===== src/rtl/vcc_pkg.sv =====
package vcc_pkg;
  typedef enum logic [1:0] {
    OP_LOAD = 2'd0,
    OP_MUL  = 2'd1,
    OP_ADD  = 2'd2,
    OP_RSVD = 2'd3
  } op_e;

  localparam int N_UNITS = 3;
endpackage


===== src/rtl/vcc_unit.sv =====
module vcc_unit #(
  parameter int RW   = 3,
  parameter int LW   = 5,
  parameter int LAT  = 3,
  parameter int DEAD = 2
) (
  input  logic          clk_i,
  input  logic          rst_ni,
  input  logic          start_i,
  input  logic [RW-1:0] vd_i,
  input  logic [RW-1:0] vs1_i,
  input  logic [RW-1:0] vs2_i,
  input  logic [LW-1:0] vl_i,
  input  logic          src_ok_i,
  output logic          busy_o,
  output logic          reading_o,
  output logic          rd_en_o,
  output logic [LW-1:0] rd_idx_o,
  output logic [RW-1:0] vd_o,
  output logic [RW-1:0] vs1_o,
  output logic [RW-1:0] vs2_o,
  output logic          wr_en_o,
  output logic [LW-1:0] wr_idx_o,
  output logic          wr_last_o
);
  typedef enum logic [1:0] {U_IDLE, U_RUN, U_DEAD} st_e;
  localparam int DW = (DEAD > 1) ? $clog2(DEAD) : 1;

  st_e                   st_q;
  logic [RW-1:0]         vd_q, vs1_q, vs2_q;
  logic [LW-1:0]         vl_q, rd_q;
  logic [LAT-1:0]        pv_q;
  logic [LAT-1:0][LW-1:0] pi_q;
  logic [DW-1:0]         dc_q;

  assign busy_o    = (st_q != U_IDLE);
  assign reading_o = (st_q == U_RUN) && (rd_q < vl_q);
  assign rd_en_o   = reading_o && src_ok_i;
  assign rd_idx_o  = rd_q;
  assign vd_o      = vd_q;
  assign vs1_o     = vs1_q;
  assign vs2_o     = vs2_q;
  assign wr_en_o   = pv_q[LAT-1];
  assign wr_idx_o  = pi_q[LAT-1];
  assign wr_last_o = wr_en_o && (wr_idx_o == LW'(vl_q - 1'b1));

  // element pipeline: read index travels LAT stages to the write port
  always_ff @(posedge clk_i or negedge rst_ni) begin
    if (!rst_ni) begin
      pv_q <= '0;
      pi_q <= '0;
    end else begin
      for (int i = LAT - 1; i > 0; i--) begin
        pv_q[i] <= pv_q[i-1];
        pi_q[i] <= pi_q[i-1];
      end
      pv_q[0] <= rd_en_o;
      pi_q[0] <= rd_q;
    end
  end

  always_ff @(posedge clk_i or negedge rst_ni) begin
    if (!rst_ni) begin
      st_q  <= U_IDLE;
      vd_q  <= '0;
      vs1_q <= '0;
      vs2_q <= '0;
      vl_q  <= '0;
      rd_q  <= '0;
      dc_q  <= '0;
    end else begin
      case (st_q)
        U_IDLE: if (start_i) begin
          st_q  <= U_RUN;
          vd_q  <= vd_i;
          vs1_q <= vs1_i;
          vs2_q <= vs2_i;
          vl_q  <= vl_i;
          rd_q  <= '0;
        end
        U_RUN: begin
          if (rd_en_o) rd_q <= rd_q + 1'b1;
          if (wr_last_o) begin
            if (DEAD == 0) st_q <= U_IDLE;
            else begin
              st_q <= U_DEAD;
              dc_q <= DW'(DEAD - 1);
            end
          end
        end
        U_DEAD: begin
          if (dc_q == '0) st_q <= U_IDLE;
          else            dc_q <= dc_q - 1'b1;
        end
        default: st_q <= U_IDLE;
      endcase
    end
  end

  AST_START_IDLE: assert property (@(posedge clk_i) disable iff (!rst_ni)
    start_i |-> (st_q == U_IDLE));

  AST_WR_ORDER: assert property (@(posedge clk_i) disable iff (!rst_ni)
    (wr_en_o && !wr_last_o) |=> (!wr_en_o || wr_idx_o == LW'($past(wr_idx_o) + 1'b1)));
endmodule


===== src/rtl/vcc_scoreboard.sv =====
module vcc_scoreboard #(
  parameter int NR    = 8,
  parameter int RW    = 3,
  parameter int LW    = 5,
  parameter int VLMAX = 16
) (
  input  logic                 clk_i,
  input  logic                 rst_ni,
  input  logic                 claim_en_i,
  input  logic [RW-1:0]        claim_reg_i,
  input  logic [2:0]           wr_en_i,
  input  logic [2:0][RW-1:0]   wr_reg_i,
  input  logic [2:0]           wr_last_i,
  output logic [NR-1:0]        wbusy_o,
  output logic [NR-1:0][LW-1:0] cnt_o
);
  logic [NR-1:0] inc, done;

  always_comb begin
    inc  = '0;
    done = '0;
    for (int r = 0; r < NR; r++) begin
      for (int u = 0; u < 3; u++) begin
        if (wr_en_i[u] && wr_reg_i[u] == RW'(r)) begin
          inc[r]  = 1'b1;
          done[r] = done[r] | wr_last_i[u];
        end
      end
    end
  end

  for (genvar r = 0; r < NR; r++) begin : g_reg
    always_ff @(posedge clk_i or negedge rst_ni) begin
      if (!rst_ni) begin
        wbusy_o[r] <= 1'b0;
        cnt_o[r]   <= '0;
      end else if (claim_en_i && claim_reg_i == RW'(r)) begin
        wbusy_o[r] <= 1'b1;
        cnt_o[r]   <= '0;
      end else begin
        if (inc[r])  cnt_o[r]   <= cnt_o[r] + 1'b1;
        if (done[r]) wbusy_o[r] <= 1'b0;
      end
    end

    AST_CNT_BOUND: assert property (@(posedge clk_i) disable iff (!rst_ni)
      cnt_o[r] <= LW'(VLMAX));
  end

  AST_CLAIM_FREE: assert property (@(posedge clk_i) disable iff (!rst_ni)
    claim_en_i |-> !wbusy_o[claim_reg_i]);
endmodule


===== src/rtl/vec_chain_ctrl.sv =====
module vec_chain_ctrl
  import vcc_pkg::*;
#(
  parameter int NUM_VREGS = 8,
  parameter int VLMAX     = 16,
  parameter int LD_LAT    = 3,
  parameter int MUL_LAT   = 4,
  parameter int ADD_LAT   = 2,
  parameter int DEAD_CYC  = 2,
  localparam int RW = $clog2(NUM_VREGS),
  localparam int LW = $clog2(VLMAX + 1)
) (
  input  logic                clk_i,
  input  logic                rst_ni,
  input  logic                chain_en_i,
  input  logic                issue_valid_i,
  input  logic [1:0]          issue_op_i,
  input  logic [RW-1:0]       issue_vd_i,
  input  logic [RW-1:0]       issue_vs1_i,
  input  logic [RW-1:0]       issue_vs2_i,
  input  logic [LW-1:0]       vl_i,
  output logic                issue_ready_o,
  output logic [2:0]          unit_busy_o,
  output logic [2:0]          rd_en_o,
  output logic [2:0][LW-1:0]  rd_idx_o,
  output logic [2:0]          wr_en_o,
  output logic [2:0][RW-1:0]  wr_reg_o,
  output logic [2:0][LW-1:0]  wr_idx_o
);
  logic [2:0]                 busy, reading, start, src_ok, wr_last;
  logic [2:0][RW-1:0]         vd_u, vs1_u, vs2_u;
  logic [NUM_VREGS-1:0]       wbusy;
  logic [NUM_VREGS-1:0][LW-1:0] cnt;
  logic                       unit_free, rd_haz, accept;

  function automatic logic fwd_ok(input logic [RW-1:0] s, input logic [LW-1:0] idx,
                                  input logic [NUM_VREGS-1:0] wb,
                                  input logic [NUM_VREGS-1:0][LW-1:0] c, input logic ch);
    return !wb[s] || (ch && (c[s] > idx));
  endfunction

  always_comb begin
    case (op_e'(issue_op_i))
      OP_LOAD: unit_free = !busy[0];
      OP_MUL:  unit_free = !busy[1];
      OP_ADD:  unit_free = !busy[2];
      default: unit_free = 1'b0;
    endcase
    rd_haz = 1'b0;
    for (int u = 1; u < 3; u++)
      if (reading[u] && (vs1_u[u] == issue_vd_i || vs2_u[u] == issue_vd_i)) rd_haz = 1'b1;
  end

  assign issue_ready_o = unit_free && !wbusy[issue_vd_i] && !rd_haz;
  assign accept        = issue_valid_i && issue_ready_o;
  assign unit_busy_o   = busy;

  for (genvar u = 0; u < 3; u++) begin : g_unit
    localparam int LAT = (u == 0) ? LD_LAT : ((u == 1) ? MUL_LAT : ADD_LAT);

    assign start[u] = accept && (issue_op_i == 2'(u));

    if (u == 0) begin : g_nosrc
      assign src_ok[u] = 1'b1;
    end else begin : g_src
      assign src_ok[u] = fwd_ok(vs1_u[u], rd_idx_o[u], wbusy, cnt, chain_en_i) &&
                         fwd_ok(vs2_u[u], rd_idx_o[u], wbusy, cnt, chain_en_i);

      AST_CHAIN_READ: assert property (@(posedge clk_i) disable iff (!rst_ni)
        rd_en_o[u] |-> ((!wbusy[vs1_u[u]] || cnt[vs1_u[u]] > rd_idx_o[u]) &&
                        (!wbusy[vs2_u[u]] || cnt[vs2_u[u]] > rd_idx_o[u])));
      AST_NOCHAIN_READ: assert property (@(posedge clk_i) disable iff (!rst_ni)
        (rd_en_o[u] && !chain_en_i) |-> (!wbusy[vs1_u[u]] && !wbusy[vs2_u[u]]));
    end

    vcc_unit #(.RW(RW), .LW(LW), .LAT(LAT), .DEAD(DEAD_CYC)) u_unit (
      .clk_i     (clk_i),
      .rst_ni    (rst_ni),
      .start_i   (start[u]),
      .vd_i      (issue_vd_i),
      .vs1_i     (issue_vs1_i),
      .vs2_i     (issue_vs2_i),
      .vl_i      (vl_i),
      .src_ok_i  (src_ok[u]),
      .busy_o    (busy[u]),
      .reading_o (reading[u]),
      .rd_en_o   (rd_en_o[u]),
      .rd_idx_o  (rd_idx_o[u]),
      .vd_o      (vd_u[u]),
      .vs1_o     (vs1_u[u]),
      .vs2_o     (vs2_u[u]),
      .wr_en_o   (wr_en_o[u]),
      .wr_idx_o  (wr_idx_o[u]),
      .wr_last_o (wr_last[u])
    );
    assign wr_reg_o[u] = vd_u[u];
  end

  vcc_scoreboard #(.NR(NUM_VREGS), .RW(RW), .LW(LW), .VLMAX(VLMAX)) u_sb (
    .clk_i       (clk_i),
    .rst_ni      (rst_ni),
    .claim_en_i  (accept),
    .claim_reg_i (issue_vd_i),
    .wr_en_i     (wr_en_o),
    .wr_reg_i    (wr_reg_o),
    .wr_last_i   (wr_last),
    .wbusy_o     (wbusy),
    .cnt_o       (cnt)
  );

  AST_ONE_ISSUE: assert property (@(posedge clk_i) disable iff (!rst_ni)
    $onehot0(start));
  AST_RSVD_HELD: assert property (@(posedge clk_i) disable iff (!rst_ni)
    (issue_op_i == 2'd3) |-> (start == 3'b000));
endmodule


===== config.mk =====
export PLATFORM = sky130hd
export DESIGN_NAME = vec_chain_ctrl
export DESIGN_NICKNAME = d
export VERILOG_FILES = /design/src/rtl/vcc_pkg.sv /design/src/rtl/vcc_unit.sv /design/src/rtl/vcc_scoreboard.sv /design/src/rtl/vec_chain_ctrl.sv
export SDC_FILE = /design/constraint.sdc
export NUM_CORES = 1
export LEC_CHECK = 0
export ABC_CLOCK_PERIOD_IN_PS = 4200
export CELL_PAD_IN_SITES_DETAIL_PLACEMENT = 0
export CELL_PAD_IN_SITES_GLOBAL_PLACEMENT = 2
export CORE_MARGIN = 3
export CORE_UTILIZATION = 44
export DETAILED_ROUTE_END_ITERATION = 10
export DONT_BUFFER_PORTS = 1
export HOLD_SLACK_MARGIN = 0.06
export PLACE_DENSITY = 0.79
export SYNTH_ARGS = -nofsm -noshare
export SYNTH_HDL_FRONTEND = slang
export SYNTH_SLANG_ARGS = --single-unit
export TNS_END_PERCENT = 20

===== constraint.sdc =====
create_clock -name clk_i -period 4.2 [get_ports clk_i]
set_input_delay 0.42 -clock clk_i [delete_from_list [all_inputs] [get_ports clk_i]]
set_output_delay 0.42 -clock clk_i [all_outputs]
set_load 0.05 [all_outputs]

## Yosys cells after proc, flatten, opt, wreduce, memory -nomap -nowiden

Cells that the tools add are included.

| storage, ports and cells | value |
|---|---|
| bits in latches | 0 |
| output and inout port bits | 49 |
| flip-flop bits (word level) | 162 |
| word-level logic and storage cells | 392 |
| bits in read-only memories | 0 |
| input port bits | 20 |
| memories | 0 |
| memory bits (writable) | 0 |

| operators by class | value |
|---|---|
| muxes and demuxes | 131 |
| order comparisons | 12 |
| bitwise logic cells | 16 |
| add/subtract/negate cells | 17 |
| div/mod/pow operators | 0 |
| $mul | 0 |
| equality and inequality tests | 55 |
| reduce and logical (&&, ||, !) cells | 114 |
| shift operators | 0 |

Operators by type and width:

| operator | count |
|---|---|
| two-way mux 5 bit | 26 |
| two-way mux 1 bit | 77 |
| binary-select mux 5 bit (select 3 bit) | 4 |
| adder 5 x 1 -> 5 bit (second input constant) | 11 |
| logical AND 1 bit | 54 |
| nonzero test 2 bit | 25 |
| == test 3 bit (second input constant) | 16 |
| case mux 5 bit (2 select lines) | 3 |
| == test 3 x 2 -> 1 bit (second input constant) | 8 |
| greater-than comparator 5 bit | 4 |
| less-than comparator 3 x 4 -> 1 bit (second input constant) | 5 |
| two-way mux 2 bit | 9 |
| inequality test 2 x 1 -> 1 bit (second input constant) | 9 |
| case mux 2 bit (3 select lines) | 3 |
| AND reduction 3 bit | 6 |
| OR 1 bit | 16 |
| binary-select mux 1 bit (select 3 bit) | 5 |
| == test 5 bit | 3 |
| less-than comparator 5 bit | 3 |
| subtractor 5 x 1 -> 5 bit (second input constant) | 3 |
| == test 3 x 1 -> 1 bit (second input constant) | 4 |
| == test 3 bit | 4 |
| zero test 3 bit | 4 |
| AND reduction 2 bit | 6 |
| 9 further kinds | 37 |

## Depth between registers and ports, before layout

| depth | value |
|---|---|
| word-level depth | 11 |
| gate-level depth with buffers | 12 |
| gate-level depth less buffers | 10 |

## Cells and area by module

A second synthesis with hierarchy kept.

| second synthesis, totals | value |
|---|---|
| cells, all modules | 956 |
| area, all modules | 10585.2 µm² |

By module, submodules not included:

| module | cells an instance | area each (µm²) | instances |
|---|---|---|---|
| vcc_scoreboard | 355 | 3424.5 | 1 |
| vec_chain_ctrl | 186 | 2227.1 | 1 |
| vcc_unit (g_unit[1].u_unit) | 159 | 1803.0 | 1 |
| vcc_unit (g_unit[0].u_unit) | 131 | 1635.3 | 1 |
| vcc_unit (g_unit[2].u_unit) | 125 | 1495.2 | 1 |

## Worst setup path after synthesis

OpenSTA, ideal clock, no wires.

| path | value |
|---|---|
| path kind | reg2out |
| from | reg g_unit[2].u_unit.vs1_q[0] |
| to | out rd_en_o[2] |
| data arrival time | 3.283 ns |
| required time | 3.780 ns |
| setup slack | 0.497 ns |
| cell stages (with the launch flop) | 12 |
| cells stage by stage | dfrtp_1 > clkbuf_1 > clkbuf_1 > mux4_2 > mux2_2 > ha_1 > nand2_1 > o21ai_0 > a31oi_1 > o221a_2 > nor3_2 > buf_4 |

| between the ends | value |
|---|---|
| longest elaborated chain between the ends | 7 |

Ends and longest elaborated chain:

| item | RTL line | source |
|---|---|---|
| start: declaration | vcc_unit.sv:30 | `logic [RW-1:0] vd_q, vs1_q, vs2_q;` |
| start signal: assignment | vcc_unit.sv:76 | `vs1_q <= vs1_i;` |
| binary-select mux 5 bit (select 3 bit) | vec_chain_ctrl.sv:39 | `return !wb[s] \|\| (ch && (c[s] > idx));` |
| two-way mux 5 bit (not written as such) | vec_chain_ctrl.sv:39 |  |
| greater-than comparator 5 bit | vec_chain_ctrl.sv:39 |  |
| logical AND 1 bit | vec_chain_ctrl.sv:39 |  |
| logical OR 1 bit (*) | vec_chain_ctrl.sv:39 |  |
| logical AND 1 bit (*) | vec_chain_ctrl.sv:66 | `assign src_ok[u] = fwd_ok(vs1_u[u], rd_idx_o[u], wbusy, cnt, chain_en_i) &&` |
| logical AND 1 bit (*) | vcc_unit.sv:38 | `assign rd_en_o = reading_o && src_ok_i;` |
| end: declaration | vec_chain_ctrl.sv:24 | `output logic [2:0] rd_en_o,` |

Every way passes the cells marked *; elsewhere a longest branch is shown, timed or not. The select of a mux whose other input is x is not followed.

## Worst setup path after layout

| path | value |
|---|---|
| from | reg g_unit[1].u_unit.vs2_q[1] |
| to | out rd_en_o[1] |

| between the ends | value |
|---|---|
| longest elaborated chain between the ends | 7 |

Ends and longest elaborated chain:

| item | RTL line | source |
|---|---|---|
| start: declaration | vcc_unit.sv:30 |  |
| start signal: assignment | vcc_unit.sv:77 | `vs2_q <= vs2_i;` |
| binary-select mux 5 bit (select 3 bit) | vec_chain_ctrl.sv:39 |  |
| two-way mux 5 bit (not written as such) | vec_chain_ctrl.sv:39 |  |
| greater-than comparator 5 bit | vec_chain_ctrl.sv:39 |  |
| logical AND 1 bit | vec_chain_ctrl.sv:39 |  |
| logical OR 1 bit (*) | vec_chain_ctrl.sv:39 |  |
| logical AND 1 bit (*) | vec_chain_ctrl.sv:66 |  |
| logical AND 1 bit (*) | vcc_unit.sv:38 |  |

Marked as above.

==> impl_metrics.env <==
export IMPL_ios=69
export IMPL_finalHoldViolations=0
export IMPL_syn_num_nets=878
export IMPL_ys_types=61
export IMPL_critPathMaxFanout=10
export IMPL_clk_latency_ps=430
export IMPL_cts_made_buffers=17
export IMPL_status="finished clean"
export IMPL_ys_ff_latch=162
export IMPL_synth_area_top_cells="dfrtp_1 (43%), mux4_2 (12%), ha_1 (6.1%)"
export IMPL_r2r_slack_ps=780
export IMPL_hold_end="g_unit[1].u_unit.vl_q[0]"
export IMPL_grt_pass1_wl_mm=38.4
export IMPL_rsz0062_at_grt="no"
export IMPL_critPathKind="reg -> out"
export IMPL_cts_root_buf="clkbuf_16"
export IMPL_cp_required_ps=3780
export IMPL_grt_pass1_vias=6613
export IMPL_ys_top_cells_by_count="dfrtp_1 (162), nor2_1 (55), nand2_1 (50), mux4_2 (49), ha_1 (46)"
export IMPL_wirelength_mm=23.8
export IMPL_hold_depth=2
export IMPL_drc=0
export IMPL_cp_num_buf_inv=1
export IMPL_drive_above_1_share=0.208
export IMPL_r2r_cells=11
export IMPL_drt_first_pass_iters=5
export IMPL_die_h_um=152
export IMPL_core_rowCount=52
export IMPL_clock_sinks=162
export IMPL_total_leakage_power_nw=4.29
export IMPL_vias=6375
export IMPL_r2r_start="g_unit[2].u_unit.vs1_o[1]"
export IMPL_antennaDiodeCount=0
export IMPL_arrival_ps=3470
export IMPL_worst_path_max_delay_cell="dfrtp_1"
export IMPL_track_usage=0.211
export IMPL_ys_seq_area_frac=0.432
export IMPL_ant_nets=0
export IMPL_maxCapViolations=0
export IMPL_ys_flop_type="dfrtp_1"
export IMPL_antenna_found_initial=0
export IMPL_reg2reg_to="g_unit[2].u_unit.rd_idx_o[1]"
export IMPL_cts_tree="yes"
export IMPL_yosysTopAreaCell="dfrtp_1"
export IMPL_io_buffers=0
export IMPL_synth_top_area_share=0.432
export IMPL_min_path_type="in -> reg"
export IMPL_cp_start_kind="flip-flop"
export IMPL_drt_iter0_markers=400
export IMPL_wl_per_cell_um=22.2
export IMPL_fin_util=0.493
export IMPL_max_vdd_ir_drop_uv=367
export IMPL_cpLargestDelayFamily="multiplexers"
export IMPL_min_period_ps=3890
export IMPL_endpoint_kind="output pin"
export IMPL_setup_tns_final_ps=0
export IMPL_synth_most_common_cell="dfrtp_1"
export IMPL_grt_max_degree=163
export IMPL_synth_edf_count=0
export IMPL_fin_skew_ps=8.25
export IMPL_synthArstFlopShare=1.00
export IMPL_slew_violations=0
export IMPL_relSlewSlack=0.349
export IMPL_place_congestion=0.929
export IMPL_viasPerCell=5.94
export IMPL_die_w_um=152
export IMPL_dpl_hpwl_mm=17.9
export IMPL_finalCritPeriodShare=0.927
export IMPL_fin_nets=856
export IMPL_syn2layout_area_growth_pct=8.02
export IMPL_path_clk_slew_ps=70
export IMPL_tightest_slew_ps=973
export IMPL_synthCells=812
export IMPL_max_stage_delay_ps=650
export IMPL_min_from="vl_i[0]"
export IMPL_die_area_um2=23100
export IMPL_clock_path_buffers=2
export IMPL_start_util=0.456
export IMPL_setup_viol=0
export IMPL_htree_levels=4
export IMPL_netlist_area_um2=9380
export IMPL_avgSynthCellArea_um2=11.5
export IMPL_ys_warn_count=0
export IMPL_crit_chain="mux4_2, mux2_2, ha_1, nor2b_1, o21a_1, o21bai_1, a21oi_1, o21ai_0, nor2_1, buf_4"
export IMPL_core_um2=20600
export IMPL_clock_fmax_ghz=0.257
export IMPL_grt_ovfl_total=0
export IMPL_powerDensity_nw_per_um2=938
layout by cell type (no fill, tap or decap), types with 5 or more instances in the layout:
cell type / netlist / layout
mux2_2: 43 / 43
a21o_1: 6 / 6
mux4_2: 49 / 49
buf_4: 26 / 20
nor2b_1: 13 / 13
inv_1: 30 / 30
nor3_1: 7 / 7
xor2_1: 38 / 38
nand2_1: 50 / 50
o21ai_0: 25 / 25
mux2i_1: 17 / 17
nand2b_1: 9 / 9
nand4_1: 28 / 28
nand3_1: 33 / 33
a21oi_1: 19 / 19
ha_1: 46 / 46
dfrtp_1: 162 / 161
mux2_4: 5 / 5
xnor2_1: 26 / 26
clkbuf_16: 0 / 17
a31oi_1: 9 / 8
and2_1: 5 / 5
nor2_1: 55 / 55
and3_1: 10 / 10
logic make-up after synthesis:
group	after synthesis	synth area share
AOI/OAI and AO/OA	97	0.0694
xor gates and xnor gates	64	0.0598
adders and majority gates	46	0.0614
buffers and inverters	94	0.0504
DFF	162	0.432
muxes	115	0.198
and+or+nand+nor	234	0.128
per-layer routing:
layer  global-route usage  part of all wire  up-vias
li1                     -                 -     2890
met1                0.282              0.43     3256
met2                0.338              0.48      189
met3               0.0526             0.056       40
met4               0.0698             0.027        0
met5                    0                 0        -
what timing repair did:
| action | CTS | global route |
|---|---|---|
| resized for setup | 0 | 1 |
| setup buffers | 0 | 0 |
| hold buffers | 2 | 0 |
| endpoints found under the setup margin | 0 | 1 |
| endpoints found under the hold margin | 162 | 0 |
registers in the layout, indices dropped and copies added (netlist names):
signal and count:
g_unit.u_unit.vs1_o 6, u_sb.cnt_o 40, g_unit.u_unit.pv_q 9, g_unit.u_unit.vs2_o 6, g_unit.u_unit.dc_q 3, u_sb.wbusy_o 8
g_unit.u_unit.vl_q 15, g_unit.u_unit.st_q 6, g_unit.u_unit.rd_idx_o 15, g_unit.u_unit.wr_idx_o 15, g_unit.u_unit.vd_o 9, g_unit.u_unit.pi_q 30
report_power, final:
group	switching, mW	leakage, nW	internal (mW)
Clock	0.730	0.279	0.792
Combinational	2.07	2.02	2.14
Sequential	1.57	1.99	2.20
Total	4.37	4.29	5.13
worst reg2reg max path, delay by kind of cell, from the launching register on:
| family | cells | cell delay [ps] |
|---|---|---|
| AOI/OAI and AO/OA | 4 | 640 |
| adders and majority gates | 1 | 310 |
| buffers and inverters | 1 | 270 |
| muxes | 3 | 1070 |
| DFF | 1 | 800 |
| and+or+nand+nor | 2 | 220 |
worst max-delay path by stage:
stage                         startpoint          to  slack [ps]  depth (start not counted)
5_1_grt        g_unit[1].u_unit.vs1_o[0]  rd_en_o[1]          90                         10
4_1_cts        g_unit[1].u_unit.vs2_o[0]  rd_en_o[1]         110                         10
3_3_place_gp   g_unit[1].u_unit.vs2_o[0]  rd_en_o[1]         630                         10
6_report       g_unit[1].u_unit.vs2_o[1]  rd_en_o[1]         310                         10
3_5_place_dp   g_unit[1].u_unit.vs2_o[0]  rd_en_o[1]         590                         10
2_1_floorplan  g_unit[2].u_unit.vs1_o[0]  rd_en_o[2]         500                         11
layout make-up:
| class | count | area [µm²] |
|---|---|---|
| fillers | 1845 | 10400 |
| multi-input cells | 556 | 4860 |
| flip-flops and latches | 162 | 4060 |
| clock buffers | 18 | 429 |
| well taps | 270 | 338 |
| repair buffers | 22 | 188 |
| clock inverters | 14 | 146 |
| inverters | 31 | 116 |
per-stage QoR:
step | power [mW] | cells | hold WS [ps] | worst slack [ps] | area, µm²
finish | 9.51 | 1073 | 114 | 308 | 10100
CTS | 9.54 | 1073 | 97.5 | 113 | 10100
floorplan | 6.90 | 812 | 124 | 497 | 9380
global route | 10.2 | 1073 | 103 | 91.0 | 10100
detailed placement | 7.95 | 1039 | 129 | 595 | 9520
global placement | 7.79 | 1039 | 131 | 630 | 9520
Power figures use the tool's default switching activity.
